==> src/rtl/tmr_regs_pkg.sv <==
package tmr_regs_pkg;

   localparam int unsigned MAX_CH     = 16;
   localparam int unsigned HALF_SHIFT = 16;
   localparam int unsigned WDOG_BIT   = 16;
   localparam int unsigned NREG       = 4;
   localparam int unsigned WIN_BASE   = 'h40;
   localparam int unsigned WIN_STRIDE = 'h10;

   typedef enum logic [1:0] {
      REG_EN   = 2'd0,
      REG_STOP = 2'd1,
      REG_FLAG = 2'd2,
      REG_MASK = 2'd3
   } reg_id_e;

   function automatic logic [31:0] chan_bits(input int unsigned nch);
      logic [31:0] v;
      v = '0;
      for (int unsigned i = 0; i < nch; i++) v[i] = 1'b1;
      return v;
   endfunction

   function automatic logic [31:0] impl_mask(input int unsigned rid, input int unsigned nch);
      logic [31:0] c;
      c = chan_bits(nch);
      case (rid)
         0:       return c;
         1:       return c | (32'd1 << WDOG_BIT);
         default: return c | (c << HALF_SHIFT);
      endcase
   endfunction

   function automatic logic [31:0] reset_value(input int unsigned rid, input int unsigned nch);
      if (rid == 1 || rid == 3) return impl_mask(rid, nch);
      return '0;
   endfunction

   function automatic int unsigned read_ofs(input int unsigned rid);
      case (rid)
         0:       return 'h10;
         1:       return 'h1C;
         2:       return 'h20;
         default: return 'h30;
      endcase
   endfunction

   function automatic int unsigned set_ofs(input int unsigned rid);
      case (rid)
         0:       return 'h14;
         1:       return 'h2C;
         2:       return 'h24;
         default: return 'h34;
      endcase
   endfunction

   function automatic int unsigned clr_ofs(input int unsigned rid);
      case (rid)
         0:       return 'h18;
         1:       return 'h3C;
         2:       return 'h28;
         default: return 'h38;
      endcase
   endfunction

endpackage

==> src/rtl/tmr_addr_decode.sv <==
module tmr_addr_decode
   import tmr_regs_pkg::*;
#(
   parameter int unsigned NCH    = 8,
   parameter int unsigned ADDR_W = 8
) (
   input  logic [ADDR_W-1:0] addr,
   input  logic              wr,
   output logic [NREG-1:0]   set_we,
   output logic [NREG-1:0]   clr_we,
   output logic [NREG-1:0]   rd_hit,
   output logic [NCH-1:0]    win_sel,
   output logic [1:0]        win_field
);

   localparam int unsigned BLK_W    = ADDR_W - 4;
   localparam int unsigned WIN_BLK0 = WIN_BASE / WIN_STRIDE;

   logic [BLK_W-1:0] blk;
   assign blk = addr[ADDR_W-1:4];

   for (genvar r = 0; r < NREG; r++) begin : g_reg_dec
      assign rd_hit[r] = (addr == ADDR_W'(read_ofs(r)));
      assign set_we[r] = wr && (addr == ADDR_W'(set_ofs(r)));
      assign clr_we[r] = wr && (addr == ADDR_W'(clr_ofs(r)));
   end

   for (genvar n = 0; n < NCH; n++) begin : g_win_dec
      assign win_sel[n] = (blk == BLK_W'(WIN_BLK0 + n));
   end

   assign win_field = (|win_sel) ? addr[3:2] : 2'd0;

endmodule

==> src/rtl/tmr_w1sc_reg.sv <==
module tmr_w1sc_reg #(
   parameter int unsigned W        = 32,
   parameter logic [W-1:0] RST     = '0,
   parameter logic [W-1:0] IMPL    = '1,
   parameter bit          HW_WINS  = 1'b1
) (
   input  logic         clk,
   input  logic         rst_n,
   input  logic         set_we,
   input  logic         clr_we,
   input  logic [W-1:0] wdata,
   input  logic [W-1:0] hw_set,
   output logic [W-1:0] q
);

   logic [W-1:0] set_v, clr_v, nxt;

   assign set_v = set_we ? wdata : '0;
   assign clr_v = clr_we ? wdata : '0;

   if (HW_WINS) begin : g_hw_wins
      assign nxt = (((q | set_v) & ~clr_v) | hw_set) & IMPL;
   end else begin : g_clr_wins
      assign nxt = ((q | set_v | hw_set) & ~clr_v) & IMPL;
   end

   always_ff @(posedge clk or negedge rst_n) begin
      if (!rst_n) q <= RST;
      else        q <= nxt;
   end

endmodule

==> src/rtl/tmr_irq_merge.sv <==
module tmr_irq_merge #(
   parameter int unsigned NCH = 8
) (
   input  logic [NCH-1:0] flag_full,
   input  logic [NCH-1:0] flag_half,
   input  logic [NCH-1:0] mask_full,
   input  logic [NCH-1:0] mask_half,
   output logic [NCH-1:0] irq
);

   for (genvar n = 0; n < NCH; n++) begin : g_ch
      assign irq[n] = (flag_full[n] & ~mask_full[n]) | (flag_half[n] & ~mask_half[n]);
   end

endmodule

==> src/rtl/tmr_shared_regs.sv <==
module tmr_shared_regs
   import tmr_regs_pkg::*;
#(
   parameter int unsigned NCH     = 8,
   parameter int unsigned ADDR_W  = 8,
   parameter bit          HW_WINS = 1'b1
) (
   input  logic              clk,
   input  logic              rst_n,
   input  logic              bus_wr,
   input  logic [ADDR_W-1:0] bus_addr,
   input  logic [31:0]       bus_wdata,
   output logic [31:0]       bus_rdata,
   input  logic [NCH-1:0]    full_hit,
   input  logic [NCH-1:0]    half_hit,
   output logic [NCH-1:0]    ch_enable,
   output logic [NCH-1:0]    ch_stop,
   output logic              wdog_stop,
   output logic [NCH-1:0]    irq,
   output logic [NCH-1:0]    win_sel,
   output logic [1:0]        win_field
);

   localparam int unsigned WIN_END = WIN_BASE + NCH * WIN_STRIDE;

   if (NCH < 1 || NCH > MAX_CH) begin : g_bad_nch
      $error("tmr_shared_regs: NCH must lie in 1..16");
   end
   if (ADDR_W < 8 || WIN_END > (1 << ADDR_W)) begin : g_bad_addr
      $error("tmr_shared_regs: ADDR_W too narrow for the channel windows");
   end

   logic [NREG-1:0] set_we, clr_we, rd_hit;
   logic [31:0]     reg_q [NREG];
   logic [31:0]     flag_hw;

   tmr_addr_decode #(.NCH(NCH), .ADDR_W(ADDR_W)) dec_i (
      .addr      (bus_addr),
      .wr        (bus_wr),
      .set_we    (set_we),
      .clr_we    (clr_we),
      .rd_hit    (rd_hit),
      .win_sel   (win_sel),
      .win_field (win_field)
   );

   always_comb begin
      flag_hw = '0;
      for (int n = 0; n < int'(NCH); n++) begin
         flag_hw[n]              = full_hit[n];
         flag_hw[n + HALF_SHIFT] = half_hit[n];
      end
   end

   for (genvar r = 0; r < NREG; r++) begin : g_reg
      tmr_w1sc_reg #(
         .W       (32),
         .RST     (reset_value(r, NCH)),
         .IMPL    (impl_mask(r, NCH)),
         .HW_WINS (HW_WINS)
      ) reg_i (
         .clk    (clk),
         .rst_n  (rst_n),
         .set_we (set_we[r]),
         .clr_we (clr_we[r]),
         .wdata  (bus_wdata),
         .hw_set ((r == int'(REG_FLAG)) ? flag_hw : 32'd0),
         .q      (reg_q[r])
      );
   end

   always_comb begin
      bus_rdata = '0;
      for (int r = 0; r < int'(NREG); r++) begin
         if (rd_hit[r]) bus_rdata = bus_rdata | reg_q[r];
      end
   end

   assign ch_enable = reg_q[REG_EN][NCH-1:0];
   assign ch_stop   = reg_q[REG_STOP][NCH-1:0];
   assign wdog_stop = reg_q[REG_STOP][WDOG_BIT];

   tmr_irq_merge #(.NCH(NCH)) irq_i (
      .flag_full (reg_q[REG_FLAG][NCH-1:0]),
      .flag_half (reg_q[REG_FLAG][HALF_SHIFT +: NCH]),
      .mask_full (reg_q[REG_MASK][NCH-1:0]),
      .mask_half (reg_q[REG_MASK][HALF_SHIFT +: NCH]),
      .irq       (irq)
   );

endmodule

==> config.mk <==
export PLATFORM = sky130hd
export DESIGN_NAME = tmr_shared_regs
export DESIGN_NICKNAME = d
export VERILOG_FILES = /design/src/rtl/tmr_regs_pkg.sv /design/src/rtl/tmr_addr_decode.sv /design/src/rtl/tmr_w1sc_reg.sv /design/src/rtl/tmr_irq_merge.sv /design/src/rtl/tmr_shared_regs.sv
export SDC_FILE = /design/constraint.sdc
export NUM_CORES = 1
export LEC_CHECK = 0
export ABC_AREA = 1
export BUFFER_PORTS_ARGS = -buffer_cell sky130_fd_sc_hd__buf_2
export CAP_MARGIN = 30
export CORE_MARGIN = 3
export CORE_UTILIZATION = 40
export DETAILED_ROUTE_END_ITERATION = 16
export HOLD_SLACK_MARGIN = 0.1
export PLACE_DENSITY_LB_ADDON = 0.2
export SLEW_MARGIN = 20
export SYNTH_ARGS = -nofsm -noshare
export SYNTH_HDL_FRONTEND = slang
export SYNTH_SLANG_ARGS = --single-unit
export TNS_END_PERCENT = 1
==> constraint.sdc <==
create_clock -name clk -period 0.9 [get_ports clk]
set_input_delay 0.09 -clock clk [delete_from_list [all_inputs] [get_ports clk]]
set_output_delay 0.09 -clock clk [all_outputs]
set_load 0.02 [all_outputs]
* Yosys cells after proc, flatten, opt, wreduce, memory -nomap -nowiden
Index checks and enable logic that the tools add are counted.
** Storage, ports and cells
- Flip-flop bits (word level) :: 49
- Bits of input ports :: 59
- Output and inout port bits :: 67
- Word-level logic and storage cells :: 102
** Cells by class
- Equal/unequal tests :: 20
- Multiplexer cells :: 13
- Bitwise logic cells :: 56
- Reductions and logical operators :: 9
** Operators with widths (count)
- 24-bit 2-to-1 mux :: 4
- 24-bit OR :: 3
- 8-bit by 6-bit == test with 1-bit output (second input constant) :: 8
- 32-bit 2-to-1 mux :: 2
- 32-bit by 24-bit OR with 32-bit output :: 2
- 17-bit 2-to-1 mux :: 3
- 24-bit bitwise AND :: 2
- 24-bit inverter :: 2
- 8-bit by 5-bit == test with 1-bit output (second input constant) :: 4
- 8-bit 2-to-1 mux :: 3
- 17-bit bitwise AND :: 1
- 17-bit inverter :: 1
- 17-bit OR :: 1
- 8-bit by 17-bit OR with 17-bit output :: 1
- 1-bit bitwise AND :: 16
- 4-bit by 3-bit == test with 1-bit output (second input constant) :: 4
- 4-bit == test (second input constant) :: 4
- 1-bit inverter :: 16
- 8-bit bitwise AND :: 1
- 1-bit logical AND :: 8
- 8-bit inverter :: 1
- 1-bit OR :: 8
- 8-bit OR :: 1
- 8-bit OR reduction :: 1
- 2-bit 2-to-1 mux :: 1

* Logic depth before layout (Yosys ltp)
Gate-level depths: netlist of run 1.
- Depth after elaboration :: 8
- Gate-level depth with buffers :: 8
- Gate-level depth less buffers :: 7

* By module
A second synthesis of run 1 with hierarchy kept.
** Unflattened totals
- Cell total of the unflattened synthesis :: 876
- Area, all modules :: 4845.9 um^2
** Modules (own cells, without submodules)
- tmr_shared_regs :: instances 1, cells each 301, area an instance 1201.2 um^2, sequential area each 0.0 um^2
- tmr_w1sc_reg at g_reg[3].reg_i :: instances 1, cells each 149, area an instance 1014.7 um^2, sequential area each 420.4 um^2
- tmr_w1sc_reg at g_reg[2].reg_i :: instances 1, cells each 149, area an instance 994.7 um^2, sequential area each 400.4 um^2
- tmr_w1sc_reg at g_reg[1].reg_i :: instances 1, cells each 98, area an instance 668.1 um^2, sequential area each 236.5 um^2
- tmr_w1sc_reg at g_reg[0].reg_i :: instances 1, cells each 91, area an instance 604.3 um^2, sequential area each 200.2 um^2
- tmr_addr_decode :: instances 1, cells each 48, area an instance 212.7 um^2, sequential area each 0.0 um^2
- tmr_irq_merge :: instances 1, cells each 40, area an instance 150.1 um^2, sequential area each 0.0 um^2

* Worst setup path before layout of run 1
Ideal clock, no wire load.
- Path type :: in2out
- Start :: in bus_addr[7]
- End :: out bus_rdata[23]
- Data arrival time :: 1.042 ns
- Data required time :: 0.810 ns
- Path slack :: -0.232 ns
- Stages :: 5
- Buffers on the path :: 0
- Cell sequence :: inv_1 > nand2_1 > nor2_4 > nand2_1 > o22ai_1
** On the way
- Cells in the longest elaborated chain, start to end :: 4
- Elaborated cells between the ends (all ways) :: 5
- Those cells by class :: eq/ne: 2; mux: 2; bitwise: 1
** RTL lines
- from (decl) :: line tmr_shared_regs.sv:11 : input logic [ADDR_W-1:0] bus_addr,
- 8-bit by 6-bit == test with 1-bit output :: line tmr_addr_decode.sv:23 : assign rd_hit[r] = (addr == ADDR_W'(read_ofs(r)));
- 32-bit 2-to-1 mux :: line tmr_shared_regs.sv:75 : if (rd_hit[r]) bus_rdata = bus_rdata | reg_q[r];
- 32-bit by 24-bit OR with 32-bit output :: line tmr_shared_regs.sv:75
- 32-bit 2-to-1 mux (*) :: line tmr_shared_regs.sv:75
- to (decl) :: line tmr_shared_regs.sv:13 : output logic [31:0] bus_rdata,
Mark *: on every way between the ends. The rest lies on a longest branch, timed or not.

* Worst setup path in the final report of run 1
- Start :: reg g_reg[3].reg_i.q[16]
- End :: out bus_rdata[16]
** On the way
- Cells in the longest elaborated chain, start to end :: 2
** RTL lines
- from (decl) :: line tmr_w1sc_reg.sv:13 : output logic [W-1:0] q
- from (signal assigned) :: line tmr_w1sc_reg.sv:29 : else q <= nxt;
- 32-bit by 24-bit OR with 32-bit output :: line tmr_shared_regs.sv:75
- 32-bit 2-to-1 mux :: line tmr_shared_regs.sv:75
No other way between the ends.

==> results of run 1 <==
[metal layers]
| metal | GRT usage | part of all wire | routed length [um] | vias up |
|---|---|---|---|---|
| met3 | 0.0345 | 0.052 | 501 | 7 |
| met4 | 0.0383 | 0.0084 | 80 | 0 |
| li1 | - | - | - | 1864 |
| met2 | 0.329 | 0.46 | 4420 | 105 |
| met1 | 0.283 | 0.48 | 4560 | 1617 |
| met5 | 0 | 0 | 0 | - |
[synth_stat cells (all sizes together)]
master and n:
a21oi 11, buf 39, clkbuf 6, conb 1
dfrtp 24, dfstp 25, inv 107, nand2 120
nand3 117, nand4 8, nor2 26, nor3 2
o211ai 1, o22ai 15
[final cells by class]
type,count,area (um^2)
multi-input combinational,316,1600
inverter,107,433
clock buffer,7,76.3
fill,710,2810
sequential,49,1260
tap,102,128
timing repair buffer,189,1620
clock inverter,1,7.51
[per-stage QoR]
step	TNS, ns	instances	setup slack [ns]	hold slack, ns
CTS	-12.33	770	-0.434	0.294
finish	-12.14	771	-0.418	0.288
global route	-15.86	771	-0.458	0.294
floorplan	-1.46	517	-0.118	-0.206
detailed placement	-18.91	729	-0.351	0.0996
global placement	-17.99	729	-0.347	0.0992
[how the worst max path moves through the flow]
stage / start / to / slack (ns) / cells past startpoint
after floorplan: bus_addr[6] / bus_rdata[16] / -0.12 / 5
after global placement: bus_addr[2] / bus_rdata[23] / -0.35 / 8
after detailed placement: bus_addr[0] / bus_rdata[23] / -0.35 / 8
after CTS: g_reg[1].reg_i.q[16] / bus_rdata[16] / -0.43 / 3
after global routing: g_reg[3].reg_i.q[16] / bus_rdata[16] / -0.46 / 3
final: g_reg[3].reg_i.q[16] / bus_rdata[16] / -0.42 / 3
[cell usage in the layout, fill, tap and decap left out, types with 9 or more instances in the layout]
cell type / n
buf_4: 58
buf_6: 39
buf_2: 51
nor2_1: 18
conb_1: 16
nand2_1: 109
dlygate4sd3_1: 33
inv_2: 10
dfrtp_1: 24
dfstp_2: 25
nand2_2: 9
nand3_1: 115
inv_1: 94
[worst reg2reg max path, stage by stage (launching register included)]
cell	delay, ns
dfstp_2	0.55
inv_2	0.03
buf_4	0.12
buf_6	0.10
nand2_2	0.05
nand2_1	0.04
inv_1	0.05
[power by group through the flow]
| stage | clock network (mW) | registers, mW | logic, mW |
|---|---|---|---|
| 2_1_floorplan | 0 | 2.44 | 0.531 |
| 3_3_place_gp | 0 | 2.40 | 1.00 |
| 3_5_place_dp | 0 | 2.41 | 1.01 |
| 4_1_cts | 1.36 | 2.37 | 1.19 |
| 5_1_grt | 1.46 | 2.39 | 1.35 |
| 6_report | 1.33 | 2.38 | 1.24 |
[repair_timing]
item | in CTS | in global routing
buffers inserted | 0 | 1
endpoints found under the hold margin | 82 | 0
resized for setup | 72 | 35
hold buffers | 33 | 0
pin swaps | 12 | 12
endpoints found under the setup margin | 62 | 98
[kinds of logic (layout without fill, tap and decap cells)]
| family | count (synthesis) | count (layout) | synth area share |
|---|---|---|---|
| compound gates | 27 | 27 | 0.0466 |
| buf+inv | 152 | 304 | 0.210 |
| flops | 49 | 49 | 0.375 |
| other cells | 1 | 16 | 0.00112 |
| simple gates | 273 | 273 | 0.367 |
==> metrics.md, run 1 <==
| Metric | Value |
|---|---|
| CP startpoint kind | flop |
| Worst R2R Setup Slack | -0.08 ns |
| Seq/Total Area, Yosys | 0.375 |
| Post-Syn Area | 0.00335 mm^2 |
| # setup viols final | 42 |
| Initial antenna violation count | 0 |
| Clk_skew | 0 ns |
| CP Max Fanout | 2 |
| Fraction of layout cells with a size suffix above 1 | 0.356 |
| CP cell instances | inv_2, o211ai_1, buf_4 |
| Hpwl dp | 6.92 mm |
| Die area | 0.00952 mm^2 |
| Fin. max-slew vios | 0 |
| Clk root buf | clkbuf_8 |
| Die W | 97.6 um |
| H-Tree Depth | 2 |
| Highest ir drop seen on vdd | 0.000597 V |
| Sequential Power Share | 0.481 |
| Num ports | 126 |
| Largest net degree at the start of global routing | 50 |
| Post-layout util | 0.646 |
| Synth top area share | 0.196 |
| Combinational fraction of design power | 0.250 |
| Clk Latency, worst-skew pair | 0.31 ns |
| Final instance area | 0.00512 mm^2 |
| Area Growth Syn to Fin | 52.7% |
| CTS tree | yes |
| Wire per inst | 12.4 um |
| Cells after synthesis | roughly 500 |
| Clk buf depth | 2 |
| Core Rows | 32 |
| Total wire length | 9.57 mm |
| Top cells by area, synth | dfstp_2, dfrtp_1, nand3_1 |
| Seq cells post-synth | 49 |
| Antenna cells | 0 |
| WS Path Type | flop to primary output |
| Setup ws final | -0.418 ns |
| Reg2reg start | g_reg[3].reg_i.q[16] |
| Final Critical Period | 1.32 ns |
| Die span in y | about 98 um |
| Max cap viols | 0 |
| Final Hold Violating Endpoints | 0 |
| Reg2reg end | g_reg[3].reg_i.q[16] |
| Most flops, register | g.reg_i.q |
| Port bufs | 93 |
| Highest clock rate | 0.759 GHz |
| RSZ-0062 raised after global routing | true |
| Outcome | finished, violations left |
| Tot GR Track Use | 0.202 |
| P_int | 3.43 mW |
| First-pass GRT wire length | 16.0 mm |
| CP top delay family | flip-flops |
| # DRC | 0 |
| NumNets Final | 727 |
| Netlist cell types | 19 |
| Failing checks | setup timing |
| P_leak | between 2 and 3 nW |
| Synthesis Warnings | 0 |
| Crit path largest cell delay | ~0.55 ns |
| HP Class | primary input to async pin |
| Gr ovfl total | 0 |
| Pwr Total | 4.94 mW |
| Initial Utilization | 0.423 |
| Via/cell ratio | between 4 and 5 |
| Clock network power share | 0.269 |
| Max FFs per register | 49 |
| Worst EP required | ~0.81 ns |
| Iteration count of the initial detailed-routing pass | 4 |
| Yosys top cell by area | dfstp_2 |
| DP Area | 0.00438 mm^2 |
| Worst reg-to-reg path cell count | 6 |
| TritonCTS buffer count | 5 |
| Pwr dens | 965 mW/mm^2 |
| Core ar. | between 0.007 and 0.008 mm^2 |
| Crit path buffers/inverters | 2 |
| Top Registers | g.reg_i.q (49) |
| Final critical-path share of the clock period | 1.46 |
| Syn avg cell area | 6.68 um^2 |
| Clk pin slew, worst setup/hold paths | ~0.090 ns |
| GPL Wtd Cong | 0.861 |
| Routed Antenna Nets | 0 |
| Vias in the first global route | ~3400 |
| NetSw | about 1.5 mW |
| Iter 0 DRT Violations | 205 |
| Clk sinks | a little under 50 |
| Switch share | 0.305 |
| DR vias | 3593 |
| CP endpoint kind | primary output |
| CP arrival | 1.23 ns |
| Critical Path Slowest Stage Cell | dfstp_2 |
Note: power is estimated with default switching activity, not from simulation.
==> run 2, diff against run 1 <==
Settings changed: CORE_UTILIZATION 40 to 28, SYNTH_HIERARCHICAL set to 1.
==> metrics.md, run 2 <==
| Metric | Value |
|---|---|
| Total wire length | 12.6 mm |
| Worst EP required | 0.81 ns |
| Synth top cells by count | nand2_1, inv_1, buf_4 |
| Ys flop type | dfstp_2 |
| CP Max Fanout | 20 |
| Die area | 0.0189 mm^2 |
| NumNets Final | approximately 1100 |
| Worst R2R Setup Slack | approximately 0.02 ns |
| Port bufs | a little over 90 |
| Seq cells post-synth | 49 |
| Worst reg-to-reg path cell count | 5 |
| Max FFs per register | 49 |
| Antenna cells | 0 |
| Core Rows | 47 |
| CTS tree | yes |
| Placed cells | 1239 |
| Clk root buf | clkbuf_16 |
| Final critical-path share of the clock period | 1.44 |
| Commonest non-fill, non-tap cells in the layout | nand2_1, inv_1, conb_1 |
| Setup ws final | -0.399 ns |
| Clk_skew | 0 ns |
| Most frequent cell after synthesis | nand2_1 |
| # DRC | 0 |
| Wire per inst | 9.92 um |
| Cells after synthesis | about 880 |
| RSZ-0062 raised after global routing | true |
| Core ar. | ~0.017 mm^2 |
| CP cell instances | buf_2, nor2_4, nand3_2, nor2_4, buf_12, nand2_1, nand2_1, inv_1, nand2_2, buf_6 |
| Final std cells w/o fill | 1274 |
| Clk sinks | 49 |
| Synthesis Warnings | 6 |
| Netlist cell types | 18 |
| Seq/Total Area, Yosys | 0.259 |
| Crit path largest cell delay | 0.19 ns |
| Outcome | finished, violations left |
| Pre-CTS setup slack | -0.427 ns |
| CP endpoint kind | primary output |
| Pwr dens | 744 mW/mm^2 |
| TritonCTS buffer count | 5 |
| Reg2reg start | g_reg[1].reg_i/q[1] |
| Synth top area share | 0.386 |
| Area Growth Syn to Fin | 31.8% |
| Gr ovfl total | 0 |
| Max cap viols | 0 |
| CP arrival | about 1.2 ns |
| GPL Wtd Cong | 0.763 |
| Fin. max-slew vios | 0 |
| Vias in the first global route | 4280 |
| Tot GR Track Use | 0.139 |
| Iter 0 DRT Violations | ~170 |
| Final Hold Violating Endpoints | 0 |
| Post-Syn Area | about 0.0048 mm^2 |
| Initial Utilization | 0.289 |
| # setup viols final | approximately 80 |
| HP Class | primary input to flop |
| Yosys top cell by area | nand2_1 |
| Reg2reg end | g_reg[1].reg_i/q[1] |
| Fraction of layout cells with a size suffix above 1 | 0.213 |
| Routed Antenna Nets | 0 |
| Number of flops mapped to enable cells by yosys | 0 |
| Commonest non-fill, non-tap cell in the layout | nand2_1 |
| H-Tree Depth | 2 |
| First-pass GRT wire length | between 20 and 25 mm |
| Failing checks | setup timing |
| Highest ir drop seen on vdd | 0.000651 V |
| WS Path Type | primary input to primary output |
| Critical Path Slowest Stage Cell | nor2_4 |
| Highest clock rate | 0.770 GHz |
| Via/cell ratio | 3.56 |
| Hpwl dp | 9.50 mm |
| DP Area | approximately 0.0057 mm^2 |
| Top Registers | g.reg_i/q (49) |
| Iteration count of the initial detailed-routing pass | 4 |
| Clk buf depth | 2 |
| CP startpoint kind | primary input |
| Initial antenna violation count | 0 |
| Clk pin slew, worst setup/hold paths | 0.07 ns |
| Post-synth ARST share | 1.00 |
| Worst Setup EP | bus_rdata[7] |
| Clk Latency, worst-skew pair | 0.29 ns |
| Most flops, register | g.reg_i/q |
| DR vias | between 4000 and 5000 |
| Final Critical Period | 1.30 ns |
| Critical Path Source | bus_addr[6] |
| Top cells by area, synth | nand2_1, inv_1, dfstp_2 |
| Largest net degree at the start of global routing | 50 |
| Num ports | 126 |
| Die span in y | 138 um |
| Die W | 138 um |
| Final instance area | 0.00639 mm^2 |
| Syn avg cell area | 5.53 um^2 |
| P_leak | 3.88 nW |
==> run 2: report_power, final <==
| group | internal [mW] | switching [mW] | total [mW] |
|---|---|---|---|
| Combinational | 0.262 | 0.394 | 0.656 |
| Clock | 1.02 | 0.860 | 1.88 |
| Sequential | 2.21 | 0.00230 | 2.21 |
| Total | 3.50 | 1.26 | 4.75 |
==> run 2: cells by family (layout without fill, tap and decap cells) <==
logic type,count (synthesis),after routing,share of synthesized area
AO/OA/AOI/OAI,2,2,0.00207
buffers and inverters,290,361,0.318
flip-flops,49,49,0.259
other,5,112,0.00387
AND/OR/NAND/NOR,530,530,0.417
==> run 2: timing repair <==
action	CTS	global route
hold buffers	25	0
resized for setup	78	25
setup endpoints to repair	92	95
pin swaps	27	6
gates cloned	0	0
hold endpoints to repair	74	0
setup buffers	0	2
==> run 2: worst max-delay path: cells and delay by family <==
kind | cells | cell delay [ns]
AND/OR/NAND/NOR | 6 | 0.65
buffers and inverters | 4 | 0.46
==> run 2: cell type report <==
type / count / area, um^2
fill: 1874 / 10400
multi-input combinational: 644 / 2630
timing repair buffer: 167 / 1390
sequential: 49 / 1260
inverter: 186 / 698
tap: 220 / 275
clock buffer: 6 / 129
clock inverter: 2 / 10.0
==> run 2: worst min-delay path by stage <==
| stage | start | endpoint | slack (ns) | depth (start not counted) |
|---|---|---|---|---|
| after global placement | rst_n | g_reg[0].reg_i/q[3] | 0.11 | 2 |
| after CTS | bus_wdata[0] | g_reg[1].reg_i/q[0] | 0.12 | 4 |
| after detailed placement | rst_n | g_reg[0].reg_i/q[3] | 0.11 | 2 |
| final | bus_wdata[3] | g_reg[3].reg_i/q[3] | 0.13 | 4 |
| after floorplan | rst_n | g_reg[0].reg_i/q[0] | -0.21 | 0 |
| after global routing | bus_wdata[6] | g_reg[2].reg_i/q[6] | 0.15 | 4 |
==> run 2: layer usage <==
metal | wire length (um) | up-vias | track usage | share of wire
li1 | - | 2600 | - | -
met1 | 5930 | 1874 | 0.179 | 0.47
met2 | 6170 | 63 | 0.246 | 0.49
met3 | 491 | 4 | 0.0237 | 0.039
met4 | 56 | 0 | 0.0200 | 0.0044
met5 | 0 | - | 0 | 0
==> run 2: through the flow <==
step / utilization / hold WS (ns) / setup TNS [ns] / power (mW)
2_1_floorplan: - / -0.206 / -3.92 / 2.74
3_3_place_gp: 0.338 / 0.108 / -25.03 / 2.79
3_5_place_dp: 0.338 / 0.106 / -26.20 / 2.80
4_1_cts: 0.376 / 0.121 / -14.07 / 4.83
5_1_grt: 0.381 / 0.148 / -20.71 / 5.02
6_report: 0.381 / 0.131 / -13.81 / 4.75
==> run 3, diff against run 2 <==
Settings changed: BUFFER_PORTS_ARGS -buffer_cell sky130_fd_sc_hd__buf_2 to -buffer_cell sky130_fd_sc_hd__buf_4.
==> metrics.md, run 3 (synthesis results as in run 2) <==
| Metric | Value |
|---|---|
| CP startpoint kind | flop |
| Placed cells | 1243 |
| Top Registers | g.reg_i/q (49) |
| NetSw | between 1 and 1.5 mW |
| DR vias | 4613 |
| CP Max Fanout | 3 |
| Via/cell ratio | 3.59 |
| Clk Latency, worst-skew pair | 0.29 ns |
| Sequential Power Share | 0.421 |
| Post-layout util | 0.407 |
| Critical Path Source | g_reg[3].reg_i/q[6] |
| Fraction of layout cells with a size suffix above 1 | 0.232 |
| Wire per inst | 10.2 um |
| TritonCTS buffer count | 5 |
| Final critical-path share of the clock period | 1.47 |
| WS Path Type | flop to primary output |
| Initial antenna violation count | 0 |
| Clock network power share | 0.434 |
| Worst EP required | 0.81 ns |
| First-pass GRT wire length | 21.4 mm |
| GPL Wtd Cong | 0.784 |
| Total wire length | between 10 and 15 mm |
| Antenna cells | 0 |
| Core Rows | 47 |
| Fin. max-slew vios | 0 |
| Most flops, register | g.reg_i/q |
| Max cap viols | 0 |
| FF/Latch Area | approximately 0.0013 mm^2 |
| Die span in y | roughly 140 um |
| Multi-input logic area | 0.00267 mm^2 |
| Clk sinks | 49 |
| CP endpoint kind | primary output |
| Commonest non-fill, non-tap cell in the layout | nand2_1 |
| CP arrival | 1.23 ns |
| Area Growth Syn to Fin | 40.7% |
| Port bufs | between 90 and 100 |
| Iteration count of the initial detailed-routing pass | 4 |
| Clk_skew | 0 ns |
| H-Tree Depth | 2 |
| Outcome | finished, violations left |
| Die W | 138 um |
| NumNets Final | 1124 |
| Clk root buf | clkbuf_16 |
| Initial Utilization | 0.289 |
| Core ar. | 0.0168 mm^2 |
| P_int | 3.95 mW |
| CTS tree | yes |
| Highest ir drop seen on vdd | 0.000648 V |
| Setup TNS | -12.81 ns |
| Largest net degree at the start of global routing | 30 |
| Iter 0 DRT Violations | 163 |
| Tot GR Track Use | 0.144 |
| Hpwl dp | between 9 and 10 mm |
| Max FFs per register | 49 |
| Final Critical Period | 1.32 ns |
| Final Hold Violating Endpoints | 0 |
| Switch share | 0.248 |
| # DRC | 0 |
| Gr ovfl total | 0 |
| Fill cells | 1833 |
| Commonest non-fill, non-tap cells in the layout | nand2_1, inv_1, conb_1 |
| Pwr dens | about 770 mW/mm^2 |
| Final std cells w/o fill | ~1300 |
| Reg2reg start | g_reg[1].reg_i/q[7] |
| Routed Antenna Nets | 0 |
| Pre-CTS setup slack | -0.452 ns |
| # setup viols final | 77 |
| HP Class | primary input to flop |
| Die area | 0.0189 mm^2 |
| Clk pin slew, worst setup/hold paths | around 0.070 ns |
| Highest clock rate | 0.758 GHz |
| Combinational fraction of design power | 0.145 |
| P_leak | 4.03 nW |
| Vias in the first global route | ~4200 |
| Clk buf depth | 2 |
| Setup ws final | -0.419 ns |
| Num ports | roughly 130 |
| RSZ-0062 raised after global routing | true |
| Failing checks | setup timing |
| Hold_sp | bus_wdata[7] |
run 3: cell types whose count changed in the layout (fill, tap and decap cells not counted), moves of 7 or more:
cell           change
buf_2             -59
buf_6             +15
dlygate4sd3_1      +7
buf_4             +45
nand2_1           -10
nand2_2           +10
run 3: repair_timing:
item                       in CTS  in global routing
gates resized for setup        82                 28
gates cloned                    1                  0
hold endpoints to repair       69                  0
setup buffers                   5                  0
hold buffers                   32                  0
pin swaps                      23                 17
setup endpoints to repair      84                 93
run 3: critical path, cell delays in order (launching register included):
cell and delay, ns:
dfstp_2 0.57, nand2_2 0.08, nand2_1 0.07, inv_1 0.05, nand2_2 0.06, buf_6 0.11
run 3: power by group through the flow:
stage	clock (mW)	sequential, mW	combinational, mW
global placement	0	2.25	0.614
finish	2.28	2.21	0.765
CTS	2.35	2.21	0.754
detailed placement	0	2.25	0.615
global route	2.43	2.21	0.863
floorplan	0	2.25	0.492
run 3: metrics by stage:
step	power, mW	cell area (um^2)	hold WS, ns
final	5.26	6820	0.117
after global routing	5.51	6820	0.145
after CTS	5.32	6790	0.107
after detailed placement	2.87	5960	-0.0467
after global placement	2.86	5960	-0.0481
after floorplan	2.74	5380	-0.206
run 3: layout make-up:
class                   count  share of cell area
multi-input cells         644               0.392
inverters                 186               0.102
well taps                 220              0.0404
flip-flops and latches     49               0.184
clock inverters             2             0.00550
clock buffers               6              0.0204
repair buffers            179               0.255
run 3: path summary, 6_finish.rpt:
check                                        to  slack, ns  cells after the start
setup / recovery                   bus_rdata[6]      -0.42                      5
hold / removal              g_reg[3].reg_i/q[7]       0.12                      4
setup reg to reg            g_reg[1].reg_i/q[7]       0.02                      5
hold reg to reg            g_reg[3].reg_i/q[21]       0.55                      4
max in group asynchronous  g_reg[3].reg_i/q[22]       0.24                      3
min in group asynchronous   g_reg[0].reg_i/q[1]       0.18                      2
run 3: routing by layer:
layer	part of all wire	global-route usage	vias to the layer above
li1	-	-	2628
met1	0.46	0.188	1910
met2	0.48	0.250	70
met3	0.046	0.0259	5
met4	0.0079	0.0266	0
met5	0	0	-
